$ cat src/rtl/rob_pkg.sv
package rob_pkg;

    // Branch tracking state held in every slot
    typedef enum logic [1:0] {
        BR_NONE = 2'd0,   // not a branch
        BR_WAIT = 2'd1,   // branch, outcome unknown
        BR_GOOD = 2'd2,   // branch, predicted correctly
        BR_BAD  = 2'd3    // branch, mispredicted
    } rob_br_e;

endpackage

$ cat src/rtl/rob_wrap_inc.sv
module rob_wrap_inc #(
    parameter int DEPTH = 8,
    parameter int IDX_W = 3
) (
    input  logic [IDX_W-1:0] idx,
    output logic [IDX_W-1:0] nxt
);
    localparam bit POW2 = (DEPTH == (1 << IDX_W));

    generate
        if (POW2) begin : g_pow2
            // natural wrap of the counter width
            assign nxt = idx + IDX_W'(1);
        end else begin : g_cmp
            assign nxt = (idx == IDX_W'(DEPTH - 1)) ? '0 : idx + IDX_W'(1);
        end
    endgenerate
endmodule

$ cat src/rtl/rob_head_eval.sv
module rob_head_eval
    import rob_pkg::*;
(
    input  logic    valid,
    input  logic    done,
    input  rob_br_e br,
    output logic    fire,
    output logic    mispredict
);
    logic ready;

    always_comb begin
        // branches finish on resolution, others on result arrival
        if (br == BR_NONE) ready = done;
        else               ready = (br == BR_GOOD) || (br == BR_BAD);
        fire       = valid && ready;
        mispredict = fire && (br == BR_BAD);
    end
endmodule

$ cat src/rtl/rob_core.sv
module rob_core
    import rob_pkg::*;
#(
    parameter int DEPTH  = 8,
    parameter int REG_W  = 5,
    parameter int DATA_W = 32,
    localparam int IDX_W = (DEPTH > 1) ? $clog2(DEPTH) : 1
) (
    input  logic              clk,
    input  logic              rst_n,
    input  logic              disp_valid,
    input  logic [REG_W-1:0]  disp_dest,
    input  logic              disp_is_branch,
    output logic              disp_ready,
    output logic [IDX_W-1:0]  disp_idx,
    input  logic              cmp_valid,
    input  logic [IDX_W-1:0]  cmp_idx,
    input  logic [DATA_W-1:0] cmp_value,
    input  logic              res_valid,
    input  logic [IDX_W-1:0]  res_idx,
    input  logic              res_mispredict,
    output logic              ret_valid,
    output logic [REG_W-1:0]  ret_dest,
    output logic [DATA_W-1:0] ret_value,
    output logic              flush_o
);
    localparam int CNT_W = $clog2(DEPTH + 1);

    typedef struct packed {
        logic              valid;
        logic              done;
        rob_br_e           br;
        logic [REG_W-1:0]  dest;
        logic [DATA_W-1:0] value;
    } slot_t;

    typedef struct packed {
        slot_t [DEPTH-1:0] slot;
        logic [IDX_W-1:0]  head;
        logic [IDX_W-1:0]  tail;
        logic [CNT_W-1:0]  count;
    } state_t;

    state_t s_q, s_d;

    logic             fire, mispredict, accept;
    logic             cmp_hit, res_hit;
    logic [IDX_W-1:0] head_nxt, tail_nxt;

    rob_head_eval u_head (
        .valid      (s_q.slot[s_q.head].valid),
        .done       (s_q.slot[s_q.head].done),
        .br         (s_q.slot[s_q.head].br),
        .fire       (fire),
        .mispredict (mispredict)
    );

    rob_wrap_inc #(.DEPTH(DEPTH), .IDX_W(IDX_W)) u_head_inc (
        .idx (s_q.head),
        .nxt (head_nxt)
    );

    rob_wrap_inc #(.DEPTH(DEPTH), .IDX_W(IDX_W)) u_tail_inc (
        .idx (s_q.tail),
        .nxt (tail_nxt)
    );

    always_comb begin
        // reports to empty or out-of-range slots are dropped
        cmp_hit = cmp_valid && (int'(cmp_idx) < DEPTH) && s_q.slot[cmp_idx].valid;
        res_hit = res_valid && (int'(res_idx) < DEPTH) && s_q.slot[res_idx].valid
                  && (s_q.slot[res_idx].br == BR_WAIT);
        // full is fine if the head leaves this cycle; never during flush
        disp_ready = ((s_q.count != CNT_W'(DEPTH)) || fire) && !mispredict;
        accept     = disp_valid && disp_ready;

        s_d = s_q;

        if (cmp_hit) begin
            s_d.slot[cmp_idx].value = cmp_value;
            s_d.slot[cmp_idx].done  = 1'b1;
        end

        if (res_hit) begin
            s_d.slot[res_idx].br = res_mispredict ? BR_BAD : BR_GOOD;
        end

        if (fire) begin
            s_d.slot[s_q.head].valid = 1'b0;
            s_d.head                 = head_nxt;
        end

        if (mispredict) begin
            // drop everything younger than the retiring branch
            for (int i = 0; i < DEPTH; i++) begin
                s_d.slot[i].valid = 1'b0;
            end
            s_d.tail  = head_nxt;
            s_d.count = '0;
        end else begin
            if (accept) begin
                s_d.slot[s_q.tail].valid = 1'b1;
                s_d.slot[s_q.tail].done  = 1'b0;
                s_d.slot[s_q.tail].br    = disp_is_branch ? BR_WAIT : BR_NONE;
                s_d.slot[s_q.tail].dest  = disp_dest;
                s_d.slot[s_q.tail].value = '0;
                s_d.tail                 = tail_nxt;
            end
            s_d.count = s_q.count + CNT_W'(accept) - CNT_W'(fire);
        end
    end

    always_ff @(posedge clk) begin
        if (!rst_n) s_q <= '0;
        else        s_q <= s_d;
    end

    assign disp_idx  = s_q.tail;
    assign ret_valid = fire;
    assign ret_dest  = s_q.slot[s_q.head].dest;
    assign ret_value = s_q.slot[s_q.head].value;
    assign flush_o   = mispredict;

endmodule

$ cat config.mk
export PLATFORM = sky130hd
export DESIGN_NAME = rob_core
export DESIGN_NICKNAME = d
export VERILOG_FILES = /design/src/rtl/rob_pkg.sv /design/src/rtl/rob_wrap_inc.sv /design/src/rtl/rob_head_eval.sv /design/src/rtl/rob_core.sv
export SDC_FILE = /design/constraint.sdc
export NUM_CORES = 1
export LEC_CHECK = 0
export ABC_AREA = 1
export BUFFER_PORTS_ARGS = -buffer_cell sky130_fd_sc_hd__buf_4
export CAP_MARGIN = 25
export CORE_UTILIZATION = 64
export CTS_BUF_LIST = sky130_fd_sc_hd__clkbuf_8
export DETAILED_ROUTE_END_ITERATION = 8
export PLACE_DENSITY = 0.91
export SLEW_MARGIN = 10
export SYNTH_ARGS = -nofsm -noshare
export SYNTH_HDL_FRONTEND = slang
export SYNTH_HIERARCHICAL = 1
export SYNTH_SLANG_ARGS = --single-unit
$ cat constraint.sdc
create_clock -name clk -period 5.4 [get_ports clk]
set_input_delay 0 -clock clk [delete_from_list [all_inputs] [get_ports clk]]
set_output_delay 0 -clock clk [all_outputs]
set_load 0.005 [all_outputs]
== After elaboration in Yosys (flattened, before gate mapping) ==
Index checks and enable logic that the tools add are counted.
Widths: inputs -> output; s select.
Cells by class
  eq/ne operators: 4
  magnitude comparators: 8
  add/sub/neg operators: 4
  bitwise gates (word level): 1
  reductions and logical operators: 17
  mux-type cells: 50
Operator list (number)
  $bwmux 328: 9
  $demux 41 s3: 9
  $mux 328: 3
  $mux 40: 10
  $bmux 41 s3: 3
  $mux 331: 1
  $mux 41: 5
  $mux 39: 2
  $mux 32: 2
  $mux 37: 1
  $lt 3x4->1 const B: 4
  $ge 3x1->1 const B: 4
  $logic_and 1x1->1: 11
  $mux 7: 1
  $add 3x1->3 const B: 2
  $add 4x1->4: 1
  $eq 2x2->1 const B: 2
  $ne 4x4->1 const B: 1
  $sub 4x1->4: 1
  $mux 1: 3
  $mux 3: 1
  $eq 2x1->1 const B: 1
  $logic_not 2->1: 1
  $logic_or 1x1->1: 2
  4 further kinds: 4
Storage, ports and cells
  word-level logic and storage cells: 127
  flip-flop bits (word level): 338

== Longest topological paths before layout ==
Gate-level depths: netlist of run 1.
  depth in word-level cells: 18
  mapped depth: 21
  mapped depth without buffers: 20

== By module ==
Netlist of run 1, hierarchy kept.
Modules (own cells, without submodules)
  rob_core: sequential area each 6766.5 µm², area an instance 16656.0 µm², cells each 2589, instances 1
  rob_wrap_inc: sequential area each 0.0 µm², area an instance 35.0 µm², cells each 7, instances 2
  rob_head_eval: sequential area each 0.0 µm², area an instance 22.5 µm², cells each 5, instances 1

== Worst setup path after synthesis of run 1 ==
OpenSTA, ideal clock, no wires.
  path kind: register to register
  start point: register s_q[7] (netlist bit)
  end point: register s_q[2] (netlist bit)
  stages on the path, launching flop included: 21
  path slack: 2141 ps
  period minus slack after synthesis: 3259 ps
  buffers on the path: 3
  arrival time: 3131 ps
  setup time: 128 ps
  cells stage by stage: dfxtp_1 > inv_2 > buf_2 > buf_2 > buf_1 > a21oi_1 > o21ai_0 > nand4_1 > inv_2 > nand3_1 > nand2_1 > inv_2 > a31oi_4 > nand2_4 > ha_1 > inv_1 > ha_1 > inv_1 > fa_1 > xor2_1 > nor2_1
Between the ends
  word-level cells in the longest chain between the ends: 12
  elaborated cells between the ends (all ways): 16
  those cells by class: add/sub: 2; eq/ne: 2; mux: 3; reduce/logical: 9
Ends and longest elaborated chain
  from (decl): RTL line rob_core.sv:44  | state_t s_q, s_d;
  from (signal assigned): RTL line rob_core.sv:114  | if (!rst_n) s_q <= '0;
  from (signal assigned): RTL line rob_core.sv:115  | else s_q <= s_d;
  $bmux 41 s3 (*): RTL line rob_core.sv:51, rob_core.sv:52, rob_core.sv:53
  $mux 41 (*)
  $eq 2x2->1: RTL line rob_head_eval.sv:15  | else ready = (br == BR_GOOD) || (br == BR_BAD);
  $logic_or 1x1->1: RTL line rob_head_eval.sv:15
  $mux 1: RTL line rob_head_eval.sv:14  | if (br == BR_NONE) ready = done;
  $logic_and 1x1->1 (*): RTL line rob_head_eval.sv:16  | fire = valid && ready;
  named net ret_valid: RTL line rob_core.sv:22  | output logic ret_valid,
  $logic_and 1x1->1: RTL line rob_head_eval.sv:17  | mispredict = fire && (br == BR_BAD);
  $logic_not 1->1: RTL line rob_core.sv:74  | disp_ready = ((s_q.count != CNT_W'(DEPTH)) || fire) && !mispredict;
  $logic_and 1x1->1 (*): RTL line rob_core.sv:74
  named net disp_ready: RTL line rob_core.sv:14  | output logic disp_ready,
  $logic_and 1x1->1 (*): RTL line rob_core.sv:75  | accept = disp_valid && disp_ready;
  $add 4x1->4 (*): RTL line rob_core.sv:109  | s_d.count = s_q.count + CNT_W'(accept) - CNT_W'(fire);
  $sub 4x1->4 (*): RTL line rob_core.sv:109
The timed path passes the listed nets; every way through them passes the cells marked *. The select of a mux whose other input is x is not followed.
A chain may end at the register's enable or synchronous reset.

== Final worst setup path of run 1 ==
  start point: register s_q[8] (netlist bit)
  end point: register s_q[13] (netlist bit)
Between the ends
  word-level cells in the longest chain between the ends: 14
  elaborated cells between the ends (all ways): 23
  those cells by class: eq/ne: 2; mux: 13; reduce/logical: 8
Ends and longest elaborated chain
  $bmux 41 s3: RTL line rob_core.sv:51, rob_core.sv:52, rob_core.sv:53
  $mux 41
  $eq 2x2->1 (on tied branches): RTL line rob_head_eval.sv:15, rob_head_eval.sv:17
  $logic_or 1x1->1: RTL line rob_head_eval.sv:15
  $mux 1: RTL line rob_head_eval.sv:14
  $logic_and 1x1->1: RTL line rob_head_eval.sv:16
  $mux 331: RTL line rob_core.sv:88  | if (fire) begin
  $bwmux 328: RTL line rob_core.sv:102  | s_d.slot[s_q.tail].valid = 1'b1;
  $bwmux 328: RTL line rob_core.sv:103  | s_d.slot[s_q.tail].done = 1'b0;
  $bwmux 328: RTL line rob_core.sv:104  | s_d.slot[s_q.tail].br = disp_is_branch ? BR_WAIT : BR_NONE;
  $bwmux 328: RTL line rob_core.sv:105  | s_d.slot[s_q.tail].dest = disp_dest;
  $bwmux 328: RTL line rob_core.sv:106  | s_d.slot[s_q.tail].value = '0;
  $mux 328: RTL line rob_core.sv:101  | if (accept) begin
  $mux 40 (*): RTL line rob_core.sv:93  | if (mispredict) begin
Every way passes the cells marked *; elsewhere a longest branch is shown, timed or not. The select of a mux whose other input is x is not followed.

==> results.sh, run 1 <==
export IMPL_rsz0062_at_grt="no"
export IMPL_status="completed"
export IMPL_grt_pass1_wl_um=74100
export IMPL_crit_path_max_fanout=32
export IMPL_htreeDepth=2
export IMPL_syn_to_final_growth_pct=10.7
export IMPL_p_leak_nw=9.46
export IMPL_worstPathRequired_ns=5.91
export IMPL_r2r_cells=17
export IMPL_dp_hpwl_um=26800
export IMPL_cts_clk_slew_worst_paths_ns=0.06
export IMPL_overflow=0
export IMPL_vias=16600
export IMPL_yosysTopAreaCell="dfxtp_1"
export IMPL_clk_latency_ns=0.60
export IMPL_drive_above_1_share_pct=9.02
export IMPL_cts_tree="done"
export IMPL_relSlewSlack_pct=31.8
export IMPL_coreArea_sq_mm=0.0254
export IMPL_first_iter_violations=2071
export IMPL_clockBufferDepth=3
export IMPL_rrSetupSlack_ns=1.22
export IMPL_grt_pass1_vias=15500
export IMPL_globalRouteTotalUtil_pct=34.3
export IMPL_instances_no_fill=3014
export IMPL_reg2reg_from="s_q[8]"
export IMPL_crit_type="reg2reg"
export IMPL_synth_top_area_share_pct=40.4
export IMPL_synth_area_leaders="dfxtp_1 40%, nand2_1 14%, nor2_1 12%"
export IMPL_antenna_found_initial=2
export IMPL_cts_buffers=55
export IMPL_yosysMostFrequentCell="nand2_1"
export IMPL_routabilityCongestion=0.959
export IMPL_netlist_area_sq_mm=0.0167
export IMPL_die_area_sq_mm=0.0268
export IMPL_initial_utilization_pct=65.9
export IMPL_worstHoldStart="cmp_value[2]"
export IMPL_die_h_um=164
export IMPL_drc_errors=0
export IMPL_design_area_sq_mm=0.0185
export IMPL_tightest_slew_ns=1.02
export IMPL_max_vdd_ir_drop_mv=0.257
export IMPL_period_share_pct=77.4
export IMPL_crit_arrival_ns=4.69
export IMPL_yosysWarningCount=6
export IMPL_power_per_cell_area_mw_per_mm2=285
export IMPL_fin_nets=2698
export IMPL_syn_num_nets=2666
export IMPL_final_util_pct=73.0
export IMPL_die_x_um=164
export IMPL_start_kind="flip-flop"
export IMPL_final_max_slew_viol_count=0
export IMPL_skew_ns=0.0168
export IMPL_firstDrtPassIters=6
export IMPL_finalHoldViolations=0
export IMPL_synth_edff_count=0
export IMPL_place_inst=2858
export IMPL_yosysSeqAreaShare_pct=40.4
export IMPL_clock_sinks=338
export IMPL_ant_nets=0
export IMPL_avgSynthCellArea_sq_um=6.42
export IMPL_max_freq_ghz=0.239
export IMPL_cap_violations=0
export IMPL_rr_endpoint="s_q[13]"
export IMPL_power_mw=5.28
export IMPL_synthTopCellsByCount="606 x nand2_1, 550 x nor2_1, 338 x dfxtp_1"
export IMPL_synthArstFlopShare_pct=0
export IMPL_placementRows=58
export IMPL_ys_flop_type="dfxtp_1"
export IMPL_setup_tns_ns=0
export IMPL_viasPerCell=5.51
export IMPL_finalWirelength_um=46600
export IMPL_cp_end_kind="flip-flop"
export IMPL_whs_path_depth=4
export IMPL_synth_cells=2608
export IMPL_grt_max_degree=107
export IMPL_whs_endpoint="s_q[217]"
export IMPL_hp_class="in2reg"
export IMPL_port_buffers=92
export IMPL_finalSetupViolations=0
export IMPL_io_pins=93
export IMPL_synth_cell_types=35
export IMPL_placed_cell_area_sq_mm=0.0169
export IMPL_cts_root_buffer="clkbuf_8"
export IMPL_synth_seq_cells=338
export IMPL_wl_per_cell_um=15.5
export IMPL_min_period_ns=4.18
[what timing repair did]
item | CTS | global route
setup buffers | 0 | 0
hold buffers | 54 | 0
hold endpoints to repair | 325 | 0
gates resized for setup | 0 | 0
endpoints found under the setup margin | 0 | 0
[placed cells by master, fill, tap and decap left out, drive strengths merged]
| master | instances |
|---|---|
| nand3b | 4 |
| diode | 2 |
| inv | 382 |
| o21ai | 203 |
| a21oi | 192 |
| buf | 108 |
| dfxtp | 338 |
| a31oi | 5 |
| ha | 7 |
| nor3 | 12 |
| dlygate4sd3 | 54 |
| a211oi | 2 |
| a221oi | 1 |
| or2 | 2 |
| clkinv | 4 |
| o22ai | 10 |
| nand2 | 616 |
| xor2 | 1 |
| fa | 1 |
| nand3 | 63 |
| o2111ai | 4 |
| nand4 | 45 |
| clkbuf | 73 |
| nor2 | 554 |
| a22o | 1 |
[cell families after synthesis]
| family | Yosys count | synth area share, % |
|---|---|---|
| buffers and inverters | 547 | 14.7 |
| and+or+nand+nor | 1296 | 31.3 |
| DFF | 338 | 40.4 |
| xor gates and xnor gates | 1 | 0.0523 |
| adders and majority gates | 8 | 0.642 |
| AOI/OAI and AO/OA | 418 | 12.9 |
[sequential cells by signal, indices dropped and copies added (netlist names)]
register,cells
s_q,335
disp_idx,3
[how the worst max path moves through the flow]
stage / to / start / slack, ns / depth (start not counted)
floorplan: s_q[2] / s_q[7] / 2.14 / 20
global placement: s_q[2] / s_q[8] / 1.61 / 17
detailed placement: s_q[13] / s_q[8] / 1.43 / 17
CTS: s_q[13] / s_q[8] / 1.41 / 17
global route: s_q[13] / s_q[8] / 1.11 / 17
finish: s_q[13] / s_q[8] / 1.22 / 17
[worst max-delay path, cell delays in order, from the launching register on]
cell and delay [ns]:
dfxtp_1 0.37, nor2_1 0.20, clkinv_1 0.70, a21oi_1 0.32, o21ai_0 0.12, nand4_1 0.11
inv_2 0.05, nand3_1 0.06, nand2_1 0.20, inv_2 0.19, a31oi_4 0.12, nand2_4 0.18
nor3_2 0.09, inv_2 0.24, nand2_2 0.14, inv_2 0.65, nand2_1 0.18, nor2_1 0.16
[power by group]
part	total, mW	switching [mW]	internal (mW)
combinational	0.499	0.336	0.162
sequential	2.58	0.0335	2.55
clock	2.21	1.01	1.19
total	5.28	1.38	3.90
[through the flow]
step / hold slack (ns) / worst slack, ns
final: 0.253 / 1.22
after global routing: 0.267 / 1.11
after CTS: 0.237 / 1.41
after detailed placement: 0.305 / 1.43
after global placement: 0.295 / 1.61
after floorplan: 0.139 / 2.14
[metal layers]
metal | wire, um | share of wire (%) | vias up | track usage (%)
met2 | 21700 | 46 | 901 | 58.1
met3 | 4730 | 10 | 156 | 5.48
met5 | 0 | 0 | - | 0
met4 | 1820 | 3.9 | 0 | 16.0
li1 | - | - | 8046 | -
met1 | 18400 | 39 | 7506 | 42.6
[final cells by class]
cell class | count | area (sq um)
multi-input cells | 1723 | 7520
fillers | 2016 | 6860
flip-flops and latches | 338 | 6770
repair buffers | 162 | 1370
inverters | 360 | 1360
clock buffers | 73 | 1000
well taps | 330 | 413
clock inverters | 26 | 100
diodes | 2 | 5.00
Power figures use the tool's default switching activity.
==> run 2: changes to the inputs <==
==> constraint.sdc (replaced) <==
create_clock -name clk -period 4.3 [get_ports clk]
set_input_delay 0 -clock clk [delete_from_list [all_inputs] [get_ports clk]]
set_output_delay 0 -clock clk [all_outputs]
set_load 0.005 [all_outputs]
==> results.sh, run 2 (same netlist as run 1, synthesis figures left out) <==
export IMPL_skew_ns=0.0295
export IMPL_dp_hpwl_um=27200
export IMPL_clockBufferDepth=3
export IMPL_slowest_stage="dlygate4sd3_1"
export IMPL_die_x_um=164
export IMPL_crit_type="reg2reg"
export IMPL_routabilityCongestion=0.910
export IMPL_io_pins=93
export IMPL_placementRows=58
export IMPL_largest_register="s_q"
export IMPL_worstHoldStart="cmp_idx[1]"
export IMPL_hp_class="in2reg"
export IMPL_max_freq_ghz=0.244
export IMPL_rrSetupSlack_ns=0.20
export IMPL_worstPathRequired_ns=4.86
export IMPL_ctsResizeCount=0
export IMPL_port_buffers=92
export IMPL_htreeDepth=2
export IMPL_rsz0062_at_grt="no"
export IMPL_initial_utilization_pct=65.9
export IMPL_grt_max_degree=88
export IMPL_min_period_ns=4.10
export IMPL_cp_end_kind="flip-flop"
export IMPL_die_h_um=164
export IMPL_period_share_pct=95.3
export IMPL_crit_buf_inv=6
export IMPL_n_antenna_cell=0
export IMPL_cp_cell_sequence="nor2_1, clkinv_1, a21oi_1, o21ai_0, nand4_1, nand2_1, nand2_1, inv_2, a31oi_4, nand2_4, nor3_2, inv_2, nand3_1, dlygate4sd3_1, nand2_1, dlygate4sd3_1, inv_1"
export IMPL_cpMostUsedCell="nand2_1"
export IMPL_p_leak_nw=9.52
export IMPL_finalHoldViolations=0
export IMPL_multi_input_area_sq_mm=0.00752
export IMPL_final_cell_mix="604 x nand2_1, 550 x nor2_1, 362 x inv_1"
export IMPL_relSlewSlack_pct=38.9
export IMPL_final_max_slew_viol_count=0
export IMPL_firstDrtPassIters=6
export IMPL_setup_tns_ns=0
export IMPL_cts_tree="done"
export IMPL_syn_to_final_growth_pct=11.3
export IMPL_post_place_ws_ns=0.786
export IMPL_start_kind="flip-flop"
export IMPL_seq_area_sq_mm=0.00677
export IMPL_clock_sinks=338
export IMPL_cap_violations=0
export IMPL_power_per_cell_area_mw_per_mm2=354
export IMPL_grt_pass1_wl_um=73200
export IMPL_reg2reg_from="s_q[8]"
export IMPL_die_area_sq_mm=0.0268
export IMPL_viasPerCell=5.45
export IMPL_r2r_cells=17
export IMPL_first_iter_violations=1710
export IMPL_crit_path_max_fanout=12
export IMPL_largest_register_ffs=335
export IMPL_clk_latency_ns=0.61
export IMPL_cts_root_buffer="clkbuf_8"
export IMPL_antenna_found_initial=0
export IMPL_finalSetupViolations=0
export IMPL_power_mw=6.60
export IMPL_coreArea_sq_mm=0.0254
export IMPL_drive_above_1_share_pct=9.21
export IMPL_max_vdd_ir_drop_mv=0.276
export IMPL_overflow=0
export IMPL_cts_buffers=55
export IMPL_layout_commonest_cell="nand2_1"
export IMPL_cpPeakStageDelay_ns=0.55
export IMPL_cts_clk_slew_worst_paths_ns=0.06
export IMPL_worst_slack_ns=0.204
export IMPL_tightest_slew_ns=0.916
export IMPL_whs_endpoint="s_q[233]"
export IMPL_rr_endpoint="s_q[88]"
export IMPL_crit_arrival_ns=4.66
export IMPL_grt_pass1_vias=15400
export IMPL_status="completed"
export IMPL_globalRouteTotalUtil_pct=33.8
export IMPL_cp_depth=17
export IMPL_drc_errors=0
export IMPL_wl_per_cell_um=15.2
export IMPL_finalWirelength_um=46000
export IMPL_whs_path_depth=6
export IMPL_ant_nets=0
export IMPL_fin_nets=2708
export IMPL_vias=16500
export IMPL_fillCellCount=1934
export IMPL_path_delay_family="buffers and inverters"
[run 2: cell count changes in the layout (fill, tap and decap cells not counted), sizes merged]
cell,before,now
buf,108,115
clkinvlp,0,1
clkbuf,73,68
inv,382,387
clkinv,4,5
diode,2,0
dlygate4sd3,54,57
[run 2: what timing repair did]
action	4_1_cts	5_1_grt
endpoints found under the setup margin	0	1
hold buffers	55	2
hold endpoints to repair	328	3
setup buffers	0	1
[run 2: per-stage QoR]
stage / area, sq um / instances / hold slack, ns / utilization [%]
after global routing: 18600 / 3024 / 0.0464 / 73.4
final: 18600 / 3024 / 0.00711 / 73.4
after CTS: 18600 / 3019 / 0.139 / 73.1
after floorplan: 16700 / 2608 / 0.139 / -
after detailed placement: 16900 / 2863 / 0.257 / 66.7
after global placement: 16900 / 2860 / 0.275 / 66.4
[run 2: report_power, final]
group          switching [mW]  total, mW  leakage, nW  internal [mW]
sequential             0.0413       3.24         2.73           3.20
combinational           0.416      0.622         6.14          0.206
clock                    1.31       2.74        0.657           1.43
[run 2: cell type report]
| class | count | area share, % |
|---|---|---|
| clock buffers | 68 | 5.02 |
| clock inverters | 33 | 0.785 |
| inverters | 360 | 7.27 |
| multi-input cells | 1723 | 40.3 |
| flip-flops and latches | 338 | 36.3 |
| well taps | 330 | 2.21 |
| repair buffers | 172 | 8.09 |
[run 2: worst max-delay path by stage]
stage | from | to
floorplan | s_q[7] | s_q[2]
global placement | s_q[9] | s_q[2]
detailed placement | s_q[9] | s_q[115]
CTS | s_q[9] | s_q[88]
global route | s_q[9] | s_q[88]
finish | s_q[8] | s_q[88]
[run 2: per-layer routing]
layer	part of all wire [%]	up-vias	global-route usage (%)
met4	3.4	0	16.5
met2	47	833	57.0
met5	0	-	0
met1	40	7458	42.2
met3	9.2	121	5.00
li1	-	8060	-
[run 2: tightest hold or removal path, cell delays in order]
cell and delay [ns]:
buf_4 0.14, nor3_1 0.09, nand3_2 0.17, nand2_1 0.08, nand2_1 0.05, nor2_1 0.03
